**src/rtl/atl_pkg.sv**
```systemverilog
package atl_pkg;
   function automatic int count_bits(input int limit);
      return (limit < 1) ? 1 : $clog2(limit + 1);
   endfunction
endpackage

```
**src/rtl/atl_arm.sv**
```systemverilog
module atl_arm (
   input  logic chr_valid,
   input  logic prev_active,
   input  logic chr_match,
   input  logic running,
   output logic step,
   output logic clear
);
   always_comb begin
      step  = chr_valid & chr_match & (prev_active | running);
      clear = chr_valid & ~chr_match;
   end
endmodule

```
**src/rtl/atl_satcnt.sv**
```systemverilog
module atl_satcnt #(
   parameter int LIMIT = 8,
   parameter int W     = atl_pkg::count_bits(LIMIT)
) (
   input  logic         clk,
   input  logic         rst,
   input  logic         step,
   input  logic         clear,
   output logic [W-1:0] cnt_q,
   output logic         full
);
   localparam logic [W-1:0] TOP = W'(LIMIT);

   always_ff @(posedge clk) begin
      if (rst)
         cnt_q <= '0;
      else if (clear)
         cnt_q <= '0;
      else if (step && (cnt_q != TOP))
         cnt_q <= cnt_q + 1'b1;
   end

   always_comb full = (cnt_q == TOP);
endmodule

```
**src/rtl/atl_repeat_min.sv**
```systemverilog
module atl_repeat_min #(
   parameter int REPS = 5
) (
   input  logic clk,
   input  logic rst,
   input  logic chr_valid,
   input  logic prev_active,
   input  logic chr_match,
   output logic run_hit
);
   localparam int CW = atl_pkg::count_bits(REPS);

   logic          step_w;
   logic          clear_w;
   logic          running_w;
   logic [CW-1:0] cnt_w;

   if (REPS < 1) begin : g_bad_reps
      $error("atl_repeat_min: REPS must be at least 1");
   end

   atl_arm u_arm (
      .chr_valid   (chr_valid),
      .prev_active (prev_active),
      .chr_match   (chr_match),
      .running     (running_w),
      .step        (step_w),
      .clear       (clear_w)
   );

   if (REPS == 1) begin : g_single
      logic hit_q;
      always_ff @(posedge clk) begin
         if (rst)
            hit_q <= 1'b0;
         else if (clear_w)
            hit_q <= 1'b0;
         else if (step_w)
            hit_q <= 1'b1;
      end
      always_comb begin
         cnt_w     = hit_q;
         running_w = hit_q;
         run_hit   = hit_q;
      end
   end else begin : g_counter
      logic full_w;
      atl_satcnt #(.LIMIT(REPS), .W(CW)) u_cnt (
         .clk   (clk),
         .rst   (rst),
         .step  (step_w),
         .clear (clear_w),
         .cnt_q (cnt_w),
         .full  (full_w)
      );
      always_comb begin
         running_w = (cnt_w != '0);
         run_hit   = full_w;
      end
   end
endmodule

```
**config.mk**
```make
export PLATFORM = sky130hd
export DESIGN_NAME = atl_repeat_min
export DESIGN_NICKNAME = d
export VERILOG_FILES = /design/src/rtl/atl_pkg.sv /design/src/rtl/atl_arm.sv /design/src/rtl/atl_satcnt.sv /design/src/rtl/atl_repeat_min.sv
export SDC_FILE = /design/constraint.sdc
export NUM_CORES = 1
export LEC_CHECK = 0
export ABC_AREA = 1
export BUFFER_PORTS_ARGS = -buffer_cell sky130_fd_sc_hd__buf_4
export CAP_MARGIN = 30
export CORE_AREA = 5 5 42 44
export DETAILED_ROUTE_END_ITERATION = 8
export DIE_AREA = 0 0 47 49
export PLACE_DENSITY = 0.32
export SKIP_CTS_REPAIR_TIMING = 1
export SLEW_MARGIN = 20
export SYNTH_ARGS = -nofsm -noshare
export SYNTH_HDL_FRONTEND = slang
export SYNTH_SLANG_ARGS = --single-unit
export TNS_END_PERCENT = 100
```
**constraint.sdc**
```tcl
create_clock -name clk -period 2.48 [get_ports clk]
set_clock_uncertainty 0.05 [all_clocks]
set_input_delay 0.496 -clock clk [delete_from_list [all_inputs] [get_ports clk]]
set_output_delay 0.496 -clock clk [all_outputs]
set_load 0.1 [all_outputs]
```
==> results of run 1 <==
cell usage in the layout, fill, tap and decap left out, drive strengths merged:
master,instances
o21ai,1
dfxtp,3
a21oi,4
clkbuf,4
buf,5
nand2,7
nand3,3
inv,8
nand3b,1
nor2,3
ha,3
cell families after synthesis:
kind of cell / share of synthesized area (%)
simple gates: 36.46
buf+inv: 12.50
compound gates: 10.42
fa+ha+maj: 15.63
flops: 25.00
final cells by class:
| cell class | count | area share (%) |
|---|---|---|
| repair buffers | 5 | 11.58 |
| multi-input cells | 22 | 46.33 |
| clock buffers | 4 | 8.108 |
| well taps | 16 | 6.178 |
| flip-flops and latches | 3 | 18.53 |
| inverters | 8 | 9.266 |
power by group through the flow:
stage          Combinational, mW  Sequential, mW  Clock, mW
2_1_floorplan             0.0157          0.0520          0
3_3_place_gp              0.0234          0.0526          0
3_5_place_dp              0.0235          0.0525          0
4_1_cts                   0.0238          0.0517     0.0897
5_1_grt                   0.0268          0.0520     0.0999
6_report                  0.0233          0.0517     0.0852
how the worst max path moves through the flow:
stage	startpoint	endpoint	slack [ns]	depth (start not counted)
2_1_floorplan	g_counter.u_cnt.cnt_q[0]	run_hit	0.97	3
3_3_place_gp	g_counter.u_cnt.cnt_q[0]	run_hit	0.92	4
3_5_place_dp	g_counter.u_cnt.cnt_q[0]	run_hit	0.92	4
4_1_cts	g_counter.u_cnt.cnt_q[0]	run_hit	0.66	4
5_1_grt	g_counter.u_cnt.cnt_q[0]	run_hit	0.58	4
6_report	g_counter.u_cnt.cnt_q[0]	run_hit	0.68	4
worst max-delay path: cells and delay by family, from the launching register on:
family | cells | cell delay [ns]
adders and majority gates | 1 | 0.20
buffers and inverters | 2 | 0.37
DFF | 1 | 0.40
and+or+nand+nor | 1 | 0.07
routing by layer:
| layer | vias up | track usage (%) | share of wire [%] |
|---|---|---|---|
| li1 | 121 | - | - |
| met1 | 91 | 5.934 | 47 |
| met2 | 3 | 5.656 | 46 |
| met3 | 0 | 5.535 | 6.0 |
| met4 | 0 | 4.147 | 0 |
| met5 | - | 0 | 0 |
stage by stage:
stage	std cells	hold slack (ns)	setup WS (ns)	area [um2]	utilization, %
2_1_floorplan	33	0.4246	0.9729	240.2	-
3_3_place_gp	54	0.4610	0.9192	297.8	21.25
3_5_place_dp	54	0.4593	0.9224	297.8	21.25
4_1_cts	58	0.4645	0.6604	324.1	23.13
5_1_grt	58	0.4656	0.5838	324.1	23.13
6_report	58	0.4593	0.6776	324.1	23.13
==> run metrics, run 1 <==
post-DR vias/cell=about 3.7; number of port buffers=5; Hold Crit Depth=2; fmax=around 0.55 GHz; H-tree depth=1; num rows=14; final slew viol count=0; min-delay worst type=flop to flop; first-pass GRT wire length=800 um; leakage power=0.1512 nW; vias in the first global route=between 150 and 200; internal power=0.1221 mW; Yosys Warn Count=0; ys flop type=dfxtp_1; R2R cell count=8; Comb pwr share=approximately 14%; clk_lat worst skew=about 0.23 ns; Tmin final=roughly 1.8 ns; # setup viols final=0; full die area=about 2300 um2; core footprint=~1400 um2; Sequential cell area=60.06 um2; RSZ-0062 raised after global routing=false; post-detail-place hpwl=between 300 and 400 um; multi-input combinational cell area=150.1 um2; CTS tree=built; top cell type's share of synthesized area=between 20% and 30%; drt first pass iters=2; Post-synth EDFFs=0; n_diodes=0; Yosys top cell by area=dfxtp_1; critical path class=flop to output port; Vias=between 200 and 250; r2r setup slk=1.27 ns; die width=approximately 47 um; Switch Pwr=0.03805 mW; drt drc=0; Critical-path top delay cell=dfxtp_1; largest net degree at the start of global routing=6; Hold Crit Start=g_counter.u_cnt.cnt_q[2]; Layout Nets=51; fin crit share=slightly above 70%; Starting Density=17.14%; syn nets=about 40; Final Hold Violating Endpoints=0; Reg clk slew, reported paths=around 0.04 ns; Detailed Route WL=between 400 and 500 um; worst r2r dst=g_counter.u_cnt.cnt_q[1]; P per Cell Area=a little under 500 nW/um2; Post-Synthesis Cells=33; TritonCTS buffer count=3; CP Launch Type=flop; ys async rst share=0%; # clock sinks=3; worst slew pin tran=approximately 0.28 ns; largest reg by FF count=g_counter.u_cnt.cnt_q; Avg Synthesized Cell Area=between 7 and 8 um2; sw frac=a little under a quarter; share of cells above drive strength 1=a little under a third; MaxCap Viol Count=0; CP max FO=5; Data arrival, critical path=roughly 1.3 ns; Flop pwr share=32.3%; antenna viol nets, final=0; worst r2r src=g_counter.u_cnt.cnt_q[1]; Yosys reg bits=3; setup_tns=0 ns; Overall Power=~0.16 mW; root buffer cell=clkbuf_4; peak supply drop=0.0002382 V; synth top area cells=dfxtp_1 (25%), ha_1 (16%), inv_1 (11%), nand2_1 (9.4%), a21oi_1 (8.3%); initial antenna violation count=0; GRT overflow=0; Worst path max stage delay=roughly 0.40 ns; worst endpoint required time=1.93 ns; I/O pin cnt=6; area growth from synthesis to layout=34.90%; gpl congestion=0.6569; Clock Tree Buf Depth=2; critical path, cell by cell=ha_1 > nand2_1 > inv_2 > buf_4; All-Layer GR Usage=about 5.4%; synthesized area=around 240 um2; synth unique cells=13; biggest regs=g_counter.u_cnt.cnt_q (3); Seq/Total Area, Yosys=approximately a quarter; CP Capture Type=output port; 1st-iter DRT viols=3; routed len/inst=between 7 and 8 um; synth cell count leaders=inv_1 (7), nand2_1 (6), a21oi_1 (4); layout filler cell count=between 150 and 200; WHS Endpoint=g_counter.u_cnt.cnt_q[2]; Clock power frac=53.2%; worst rel slew slack=81.61%; status=finished, final reports clean; Die Y=roughly 49 um; top-count cell post-synth=inv_1; max reg flops=3
Note: power is estimated with default switching activity, not from simulation.
==> run 2: changes to the inputs <==
Settings changed: ABC_AREA 1 to 0, PLACE_DENSITY 0.32 to 0.31.
Clock period 2.48 ns to 1.9 ns, I/O delays scaled along.
==> run metrics, run 2 <==
status=finished, final reports clean; area growth from synthesis to layout=35.64%; critical path class=flop to output port; worst r2r dst=g_counter.u_cnt.cnt_q[0]; Hold Crit Start=rst; layout filler cell count=171 (+2.4%); r2r setup slk=0.51 ns (-0.76 ns); multi-input combinational cell area=156.4 um2 (+4.2%); complex-gate fraction of the synthesized area=20.74% (+10 points); simple-gate area share of the yosys netlist=21.28% (-15 points); # clock sinks=3 (unchanged); Layout Nets=43 (-16%); Reg clk slew, reported paths=0.04 ns (about the same); min-delay worst type=primary input to flop; post-synthesis mux area share=8.511% (+8.5 points); gpl congestion=0.6841 (+4.1%); leakage power=0.1260 nW (-17%); Yosys top cell by area=dfxtp_1; n_diodes=0 (unchanged); critical path, cell by cell=ha_1 > and2_1 > buf_4; Post-Synth XOR/XNOR Area=0% (unchanged); Vias=214 (-0.47%); initial antenna violation count=0 (unchanged); worst slew pin tran=0.3685 ns (+0.09032 ns); WHS Endpoint=g_counter.u_cnt.cnt_q[2]; ys flop type=dfxtp_1; post-DR vias/cell=4.280 (+15%); largest family of logic cells by synthesized area=simple AND/OR/NAND/NOR gates; 1st-iter DRT viols=0 (-3); cell family with most CP delay=flip-flops; MaxCap Viol Count=0 (unchanged); Detailed Route WL=478 um (+10%); final slew viol count=0 (unchanged); Flop pwr share=32.6% (+0.3 points); biggest regs=g_counter.u_cnt.cnt_q (3); Data arrival, critical path=1.30 ns (+0.04 ns); fmax=about 0.58 GHz; I/O pin cnt=6 (unchanged); P per Cell Area=632.9 nW/um2 (+28%); syn nets=33 (-20%); most common cell after layout, fill and taps aside=buf_4; Switch Pwr=0.04649 mW (+22%); Placed Cells incl. Taps=46 (-15%); Final Hold Violating Endpoints=0 (unchanged); Clock power frac=54.6% (+1.4 points); Starting Density=16.79% (-0.36 points); critical path buffer and inverter count=1 (-1); share of cells above drive strength 1=29.41% (-1.5 points); full die area=2303 um2 (unchanged); Post-synth EDFFs=0 (unchanged); internal power=0.1554 mW (+27%); TritonCTS buffer count=3 (unchanged); core footprint=1401 um2 (unchanged); sw frac=23.03% (-0.73 points); Avg Synthesized Cell Area=9.409 um2 (+29%); Comb pwr share=12.8% (-1.7 points); routed len/inst=9.560 um (+28%); Post-Layout Cell Count=50 (-14%); Tmin final=around 1.7 ns; post-detail-place hpwl=422.7 um (+14%); Critical-path top delay cell=dfxtp_1; peak supply drop=0.0001944 V (-18%); RSZ-0062 raised after global routing=false; setup_tns=0 ns (unchanged); # setup viols final=0 (unchanged); R2R cell count=5 (-3); CTS tree=built; num rows=14 (unchanged); antenna viol nets, final=0 (unchanged); drt first pass iters=1 (-1); drt drc=0 (unchanged); synth cell count leaders=inv_1 (4), o211ai_1 (4), dfxtp_1 (3), ha_1 (3), mux2i_1 (2); Die Y=49 um (unchanged); synthesized area=235.2 um2 (-2.1%); vias in the first global route=251 (+31%); synth top area cells=dfxtp_1 (26%), ha_1 (16%), o211ai_1 (13%), nor4_4 (9.0%), mux2i_1 (8.5%); GRT overflow=0 (unchanged); CP max FO=4 (-1); Clock Tree Buf Depth=2 (unchanged); All-Layer GR Usage=5.704% (+0.35 points); fin worst setup slack=0.1709 ns (-0.5067 ns); Seq/Total Area, Yosys=25.53% (+0.53 points); first-pass GRT wire length=952 um (+19%); die width=47 um (unchanged); Post-Synthesis Cells=25 (-24%); Hold Crit Depth=2 (unchanged); worst rel slew slack=75.38% (-6.2 points); H-tree depth=1 (unchanged); adder-cell share of the synthesized area=15.96% (+0.33 points); Yosys reg bits=3 (unchanged); CP Launch Type=flop; most frequent cells in the layout=buf_4 (5), inv_1 (4), o211ai_1 (4); largest net degree at the start of global routing=7 (+1); worst r2r src=g_counter.u_cnt.cnt_q[1]; Sequential cell area=60.06 um2 (unchanged); ys async rst share=0% (unchanged); CP Capture Type=output port; pre-CTS setup slack=0.3951 ns (-0.5274 ns); Yosys Warn Count=0 (unchanged); number of port buffers=5 (unchanged); largest reg by FF count=g_counter.u_cnt.cnt_q; worst endpoint required time=1.47 ns (-0.46 ns); root buffer cell=clkbuf_4; Final Core Density=22.77% (-0.36 points); top cell type's share of synthesized area=25.53% (+0.53 points); hold slack=0.2725 ns (-0.1868 ns); fin crit share=between 90% and 100%; clk_lat worst skew=0.23 ns (about the same); max reg flops=3 (unchanged); synth unique cells=14 (+1); Worst path max stage delay=0.38 ns (-0.02 ns)
## run 2: power groups by stage
| stage | registers [mW] | logic, mW | clock network (mW) |
|---|---|---|---|
| after floorplan | 0.0664 | 0.0147 | 0 |
| after global placement | 0.0669 | 0.0262 | 0 |
| after detailed placement | 0.0668 | 0.0262 | 0 |
| after CTS | 0.0658 | 0.0263 | 0.118 |
| after global routing | 0.0660 | 0.0291 | 0.119 |
| final | 0.0658 | 0.0258 | 0.110 |
## run 2: final cells by class
type / count / area share [%]
clock buffer: 4 / 8.235
inverter: 5 / 5.882
multi-input combinational: 17 / 49.02
sequential: 3 / 18.82
tap: 16 / 6.275
timing repair buffer: 5 / 11.76
## run 2: metal layers
layer	share of wire, %	global-route usage (%)	up-vias
li1	-	-	111
met1	40	6.813	101
met2	56	7.692	2
met3	4.4	1.476	0
met4	0	5.530	0
met5	0	0	-
## run 2: worst max path at each step
| stage | slack (ns) | depth (start not counted) | to | start |
|---|---|---|---|---|
| 4_1_cts | 0.14 | 3 | run_hit | g_counter.u_cnt.cnt_q[0] |
| 3_5_place_dp | 0.40 | 3 | run_hit | g_counter.u_cnt.cnt_q[0] |
| 5_1_grt | 0.11 | 3 | run_hit | g_counter.u_cnt.cnt_q[0] |
| 6_report | 0.17 | 3 | run_hit | g_counter.u_cnt.cnt_q[0] |
| 2_1_floorplan | 0.11 | 5 | g_counter.u_cnt.cnt_q[0] | g_counter.u_cnt.cnt_q[1] |
| 3_3_place_gp | 0.40 | 5 | g_counter.u_cnt.cnt_q[2] | g_counter.u_cnt.cnt_q[0] |
## run 2: worst reg2reg max path: cells and delay by family, from the launching register on
family	cells	cell delay [ns]
adders and majority gates	1	0.18
buffers and inverters	1	0.07
DFF	1	0.34
muxes	1	0.21
and+or+nand+nor	2	0.46
## run 2: logic make-up after synthesis
| family | count (synthesis) |
|---|---|
| buffers and inverters | 5 |
| AND/OR/NAND/NOR | 6 |
| adder cells (fa/ha/maj) | 3 |
| multiplexers | 2 |
| AO/OA/AOI/OAI | 6 |
| flip-flops | 3 |
## run 2: metrics by stage
stage / total power, mW / area (um2)
after floorplan: 0.08111 / 235.2
after global placement: 0.09311 / 292.8
after detailed placement: 0.09301 / 292.8
after CTS: 0.2097 / 319.1
after global routing: 0.2139 / 319.1
final: 0.2019 / 319.1
